`src/rtl/ldst_pkg.sv`:
```
package ldst_pkg;

    localparam int unsigned ADDR_W = 16;
    localparam int unsigned DATA_W = 32;
    localparam int unsigned TAG_W  = 4;
    localparam int unsigned ID_W   = 6;

    typedef enum logic {
        OP_LOAD  = 1'b0,
        OP_STORE = 1'b1
    } op_kind_e;

    typedef struct packed {
        op_kind_e            kind;
        logic [ADDR_W-1:0]   addr;
        logic [DATA_W-1:0]   data;
        logic [ID_W-1:0]     id;
    } mem_req_t;

    // Position of the single set bit of a one-hot vector (0 when empty).
    function automatic logic [4:0] oh_index(input logic [31:0] v);
        logic [4:0] r;
        r = '0;
        for (int i = 0; i < 32; i++) begin
            if (v[i]) r = r | 5'(i);
        end
        return r;
    endfunction

endpackage

```
`src/rtl/ldst_free_find.sv`:
```
module ldst_free_find #(
    parameter int unsigned W = 4
) (
    input  logic [W-1:0] busy,
    output logic         any_free,
    output logic [W-1:0] pick
);
    always_comb begin
        logic found;
        found = 1'b0;
        pick  = '0;
        for (int i = 0; i < W; i++) begin
            if (!busy[i] && !found) begin
                pick[i] = 1'b1;
                found   = 1'b1;
            end
        end
    end

    assign any_free = ~&busy;
endmodule

```
`src/rtl/ldst_slot.sv`:
```
module ldst_slot
    import ldst_pkg::*;
#(
    parameter int unsigned N = 8
) (
    input  logic              clk,
    input  logic              rst,
    input  logic              we,
    input  logic [ADDR_W-1:0] w_addr,
    input  logic [ID_W-1:0]   w_id,
    input  logic [N-1:0]      w_older,
    input  logic              leave,
    input  logic [N-1:0]      gone,
    output logic              valid,
    output logic [ADDR_W-1:0] addr,
    output logic [ID_W-1:0]   id,
    output logic [N-1:0]      older
);
    always_ff @(posedge clk) begin
        if (rst) begin
            valid <= 1'b0;
            addr  <= '0;
            id    <= '0;
            older <= '0;
        end else if (we) begin
            valid <= 1'b1;
            addr  <= w_addr;
            id    <= w_id;
            older <= w_older;
        end else begin
            if (leave) valid <= 1'b0;
            older <= older & ~gone;
        end
    end
endmodule

```
`src/rtl/ldst_data_cap.sv`:
```
module ldst_data_cap
    import ldst_pkg::*;
(
    input  logic              clk,
    input  logic              rst,
    input  logic              we,
    input  logic              w_ok,
    input  logic [DATA_W-1:0] w_data,
    input  logic [TAG_W-1:0]  w_tag,
    input  logic              bc_valid,
    input  logic [TAG_W-1:0]  bc_tag,
    input  logic [DATA_W-1:0] bc_data,
    output logic              data_ok,
    output logic [DATA_W-1:0] data
);
    logic [TAG_W-1:0] tag;
    logic             hit_new;
    logic             hit_held;

    assign hit_new  = bc_valid && (bc_tag == w_tag);
    assign hit_held = bc_valid && (bc_tag == tag) && !data_ok;

    always_ff @(posedge clk) begin
        if (rst) begin
            data_ok <= 1'b0;
            data    <= '0;
            tag     <= '0;
        end else if (we) begin
            tag     <= w_tag;
            data_ok <= w_ok || hit_new;
            data    <= w_ok ? w_data : bc_data;
        end else if (hit_held) begin
            data_ok <= 1'b1;
            data    <= bc_data;
        end
    end
endmodule

```
`src/rtl/ldst_pick.sv`:
```
module ldst_pick #(
    parameter int unsigned N = 8
) (
    input  logic [N-1:0] ready,
    input  logic [N-1:0] older [N],
    output logic [N-1:0] grant,
    output logic         any
);
    for (genvar i = 0; i < N; i++) begin : g_grant
        assign grant[i] = ready[i] && !(|(ready & older[i]));
    end
    assign any = |ready;
endmodule

```
`src/rtl/ldst_order_buf.sv`:
```
module ldst_order_buf
    import ldst_pkg::*;
#(
    parameter int unsigned LQ_DEPTH = 4,
    parameter int unsigned SQ_DEPTH = 4
) (
    input  logic              clk,
    input  logic              rst,
    input  logic              alloc_valid,
    input  logic              alloc_is_store,
    input  logic [ADDR_W-1:0] alloc_addr,
    input  logic [ID_W-1:0]   alloc_id,
    input  logic              alloc_data_ok,
    input  logic [DATA_W-1:0] alloc_data,
    input  logic [TAG_W-1:0]  alloc_tag,
    output logic              alloc_ready,
    input  logic              bc_valid,
    input  logic [TAG_W-1:0]  bc_tag,
    input  logic [DATA_W-1:0] bc_data,
    output logic              mem_req_valid,
    input  logic              mem_req_ready,
    output logic              mem_req_write,
    output logic [ADDR_W-1:0] mem_req_addr,
    output logic [DATA_W-1:0] mem_req_data,
    output logic [ID_W-1:0]   mem_req_id
);
    localparam int unsigned N     = LQ_DEPTH + SQ_DEPTH;
    localparam int unsigned IDX_W = (N > 1) ? $clog2(N) : 1;
    localparam logic [N-1:0] ST_MASK = {{SQ_DEPTH{1'b1}}, {LQ_DEPTH{1'b0}}};

    logic [N-1:0]      slot_valid;
    logic [ADDR_W-1:0] slot_addr  [N];
    logic [ID_W-1:0]   slot_id    [N];
    logic [N-1:0]      slot_older [N];
    logic [N-1:0]      slot_data_ok;
    logic [DATA_W-1:0] slot_data  [N];
    logic [N-1:0]      slot_ready;
    logic [N-1:0]      grant;
    logic              grant_any;
    logic [IDX_W-1:0]  grant_idx;
    logic [N-1:0]      gone;
    logic              fire;

    logic              ld_free_any;
    logic              st_free_any;
    logic [LQ_DEPTH-1:0] ld_pick;
    logic [SQ_DEPTH-1:0] st_pick;
    logic [N-1:0]      slot_we;
    logic              alloc_ok;
    logic [N-1:0]      new_older;

    // ---------------- allocation ----------------
    ldst_free_find #(.W(LQ_DEPTH)) u_ld_free (
        .busy     (slot_valid[LQ_DEPTH-1:0]),
        .any_free (ld_free_any),
        .pick     (ld_pick)
    );

    ldst_free_find #(.W(SQ_DEPTH)) u_st_free (
        .busy     (slot_valid[N-1:LQ_DEPTH]),
        .any_free (st_free_any),
        .pick     (st_pick)
    );

    assign alloc_ready = (op_kind_e'(alloc_is_store) == OP_STORE) ? st_free_any : ld_free_any;
    assign alloc_ok    = alloc_valid && alloc_ready;
    assign slot_we     = !alloc_ok ? '0 :
                         alloc_is_store ? {st_pick, {LQ_DEPTH{1'b0}}}
                                        : {{SQ_DEPTH{1'b0}}, ld_pick};

    // Every entry still present after this edge is older than the new one.
    assign fire      = grant_any && mem_req_ready;
    assign gone      = fire ? grant : '0;
    assign new_older = slot_valid & ~gone;

    // ---------------- entries ----------------
    for (genvar i = 0; i < N; i++) begin : g_slot
        ldst_slot #(.N(N)) u_slot (
            .clk     (clk),
            .rst     (rst),
            .we      (slot_we[i]),
            .w_addr  (alloc_addr),
            .w_id    (alloc_id),
            .w_older (new_older),
            .leave   (gone[i]),
            .gone    (gone),
            .valid   (slot_valid[i]),
            .addr    (slot_addr[i]),
            .id      (slot_id[i]),
            .older   (slot_older[i])
        );

        if (i >= LQ_DEPTH) begin : g_store
            ldst_data_cap u_cap (
                .clk      (clk),
                .rst      (rst),
                .we       (slot_we[i]),
                .w_ok     (alloc_data_ok),
                .w_data   (alloc_data),
                .w_tag    (alloc_tag),
                .bc_valid (bc_valid),
                .bc_tag   (bc_tag),
                .bc_data  (bc_data),
                .data_ok  (slot_data_ok[i]),
                .data     (slot_data[i])
            );
        end else begin : g_load
            assign slot_data_ok[i] = 1'b1;
            assign slot_data[i]    = '0;
        end

        // Address conflict against older in-flight operations.
        // Loads only look at stores; stores look at everything.
        logic [N-1:0] same_addr;
        logic [N-1:0] kinds;
        logic         blocked;

        for (genvar j = 0; j < N; j++) begin : g_cmp
            assign same_addr[j] = slot_valid[j] && (slot_addr[j] == slot_addr[i]);
        end

        assign kinds      = (i >= LQ_DEPTH) ? {N{1'b1}} : ST_MASK;
        assign blocked    = |(slot_older[i] & same_addr & kinds);
        assign slot_ready[i] = slot_valid[i] && slot_data_ok[i] && !blocked;
    end

    // ---------------- oldest-ready arbitration ----------------
    ldst_pick #(.N(N)) u_pick (
        .ready (slot_ready),
        .older (slot_older),
        .grant (grant),
        .any   (grant_any)
    );

    assign grant_idx = IDX_W'(oh_index(32'(grant)));

    mem_req_t req;
    always_comb begin
        req.kind = (grant_idx >= IDX_W'(LQ_DEPTH)) ? OP_STORE : OP_LOAD;
        req.addr = slot_addr[grant_idx];
        req.id   = slot_id[grant_idx];
        req.data = slot_data[grant_idx];
    end

    assign mem_req_valid = grant_any;
    assign mem_req_write = (req.kind == OP_STORE);
    assign mem_req_addr  = req.addr;
    assign mem_req_data  = req.data;
    assign mem_req_id    = req.id;

endmodule

```
`config.mk`:
```
export PLATFORM = sky130hd
export DESIGN_NAME = ldst_order_buf
export DESIGN_NICKNAME = d
export VERILOG_FILES = /design/src/rtl/ldst_pkg.sv /design/src/rtl/ldst_free_find.sv /design/src/rtl/ldst_slot.sv /design/src/rtl/ldst_data_cap.sv /design/src/rtl/ldst_pick.sv /design/src/rtl/ldst_order_buf.sv
export SDC_FILE = /design/constraint.sdc
export NUM_CORES = 1
export LEC_CHECK = 0
export BUFFER_PORTS_ARGS = -buffer_cell sky130_fd_sc_hd__buf_2
export CAP_MARGIN = 20
export CORE_ASPECT_RATIO = 1.25
export CORE_UTILIZATION = 40
export CTS_CLUSTER_SIZE = 14
export DETAILED_ROUTE_END_ITERATION = 8
export GPL_TIMING_DRIVEN = 0
export HOLD_SLACK_MARGIN = 0.08
export RECOVER_POWER = 100
export SLEW_MARGIN = 20
export SYNTH_ARGS = -nofsm -noshare
export SYNTH_HDL_FRONTEND = slang
export SYNTH_SLANG_ARGS = --single-unit
```
`constraint.sdc`:
```
create_clock -name clk -period 11 [get_ports clk]
set_input_delay 2.2 -clock clk [delete_from_list [all_inputs] [get_ports clk]]
set_output_delay 2.2 -clock clk [all_outputs]
set_load 0.05 [all_outputs]
```
==> metrics <==
Yosys Warn Count 0; most used cell along the critical path clkbuf_1; die area 62200 um^2; starting density of the core 0.403; Clock Pin Slew Worst Setup and Hold Paths approximately 0.07 ns; crit path launch type flop; cell area power density ~130 nW/um^2; Max Cap Viol 1; H-tree Lvls 2; I/O pin cnt 158; wire per inst 27.6 um; layout cells sized above 1 0.126; Synth top area share 0.324; most used flip-flop cell after synthesis dfxtp_1; Critical Path Sink Type output pin; Post-synth ARST share 0; largest net degree at the start of global routing 15; Final ANT Viol Nets 0; Hold/Removal Path Class flop to flop; VDD IR max between 0.1 and 0.15 mV; CP required 8.80 ns; Tcrit/Tclk final 0.864; CTS tree done; clock buffer depth 3; Final min period 9.51 ns; DRC Markers 0; area post-placement 26100 um^2; largest area contributor in the netlist dfxtp_1; Synth area leaders dfxtp_1 32%, xor2_1 13%, nand2_1 8.1%; Area growth syn-to-layout 12.9%; CTS root buf clkbuf_16; vias per cell 6.03; Chip Height 279 um; skew final 0.0406 ns; slew margin rel. -0.117; DR pass1 iterations 6; Slew @ Worst Pin 1.66 ns; Final TNS setup 0 ns; CORE AREA 60700 um^2; Routability Congestion 1.08; CTS Hold Bufs 0; Synth Net Count 3116; Commonest cells post-synth 528 x nand2_1, 396 x dfxtp_1, 359 x xor2_1; total power around 3700 uW; Finished Cell Area between 20000 and 30000 um^2; failing checks max-capacitance violations, max-slew violations; DP Wirelength a little over 80 mm; Mapped Area 24500 um^2; CP Buf/Inv Count 4; vias 24.1k; DRT iter0 DRCs ~2.3k; Horiz. Die Dim 223 um; CP top delay family simple AND/OR/NAND/NOR gates; Max Clock Freq between 100 and 150 MHz; vias in the first global route around 23k; Synth Area per Inst about 8.1 um^2; post-synthesis cell count 3015; # setup viols final 0; WS Path Type flop to output pin; crit-path cells clkbuf_1 -> xor2_1 -> nor4_1 -> nand4_1 -> nor2_1 -> nor4b_1 -> a2111oi_0 -> o2111ai_1 -> clkbuf_1 -> nand4_1 -> clkbuf_1 -> a2111oi_0 -> nor4_1 -> clkbuf_1; first-pass GRT wire length 159 mm; GRT Util Overall 0.346; worst-path fanout max 10; CP peak stage delay 0.76 ns; Post-Route WL 110 mm; CP max stage cell clkbuf_1; Fin Hold WS 0.434 ns; status complete, but fails checks; clock sinks 396; leakage power ~0.012 uW; initial antenna violation count 3; CTS Buf Count 45; RSZ-0062 raised after global routing false; worst skew pair latency around 0.62 ns; sequential-to-total area share from yosys stat 0.324; FP Rows 101; final slew viol count 7; final hold vios 0; layout net count between 3k and 4k; grt total ovfl 0; CTS resizes 0; Post-synth EDFFs 0; Synth Register Bits 396; Worst Path Arrival 7.31 ns; postcts setup bufs 0; final core occ 0.455; Netlist cell types 68; count leader, synth nand2_1; port bufs between 100 and 150
-- logic make-up after synthesis --
kind of cell | Yosys count | share of synthesized area
AOI/OAI and AO/OA | 684 | 0.202
xor gates and xnor gates | 372 | 0.133
buffers and inverters | 415 | 0.0843
DFF | 396 | 0.324
muxes | 192 | 0.0802
and+or+nand+nor | 956 | 0.177
-- per-stage QoR --
stage,setup slack [ns],instances
after floorplan,4.46,3015
after global placement,3.19,3916
after detailed placement,3.23,3917
after CTS,2.56,4001
after global routing,1.25,4002
final,1.49,4003
-- cells in the final DEF, fill, tap and decap left out, types with 50 or more instances in the layout --
cell	n
a211oi_1	172
a21oi_1	245
buf_2	165
buf_4	77
clkbuf_1	271
dfxtp_1	396
mux2i_1	160
nand2_1	528
nor2_1	166
nor4_1	116
o22ai_1	67
or3_1	50
xor2_1	359
-- routing by layer --
metal / share of wire / vias up / track usage
met5: 0.00021 / - / 0
met2: 0.46 / 1250 / 0.562
met3: 0.077 / 371 / 0.0652
met1: 0.39 / 11532 / 0.409
li1: - / 10973 / -
met4: 0.081 / 4 / 0.246
-- registers in the layout, summed over array words and instances, names as in the netlist --
name	count
g_slot.u_slot.valid	8
g_slot.g_store.u_cap.tag	16
g_slot.u_slot.addr	128
g_slot.u_slot.older	64
g_slot.g_store.u_cap.data	128
g_slot.g_store.u_cap.data_ok	4
g_slot.u_slot.id	48
-- path summary, 6_finish.rpt --
kind                                                             start                              endpoint  slack, ns  cells past startpoint
worst max-delay path            g_slot[4].u_slot.addr[14]$_SDFFE_PP0P_                       mem_req_addr[4]       1.49                     14
worst max register to register  g_slot[4].u_slot.addr[14]$_SDFFE_PP0P_  g_slot[6].u_slot.older[5]$_SDFF_PP0_       4.75                     12
worst min register to register    g_slot[7].u_slot.older[7]$_SDFF_PP0_  g_slot[7].u_slot.older[7]$_SDFF_PP0_       0.43                      2
worst min-delay path              g_slot[7].u_slot.older[7]$_SDFF_PP0_  g_slot[7].u_slot.older[7]$_SDFF_PP0_       0.43                      2
-- tightest hold or removal path: stages (launching register included) --
cell,delay (ns)
dfxtp_1,0.31
nand2_1,0.05
nor2_1,0.03
-- final cells by class --
type	count	area, um^2
antenna	1	2.50
buffer	398	1980
clock buffer	58	1260
clock inverter	26	407
fill	6178	33000
inverter	17	63.8
multi-input combinational	2204	14400
sequential	396	7930
tap	772	966
timing repair buffer	131	589
-- report_power, final --
group	leakage (uW)	switching (uW)	internal (uW)
clock network	0.000808	694	1030
logic	0.00761	344	144
registers	0.00321	15.0	1470
Note: power is estimated with default switching activity, not from simulation.
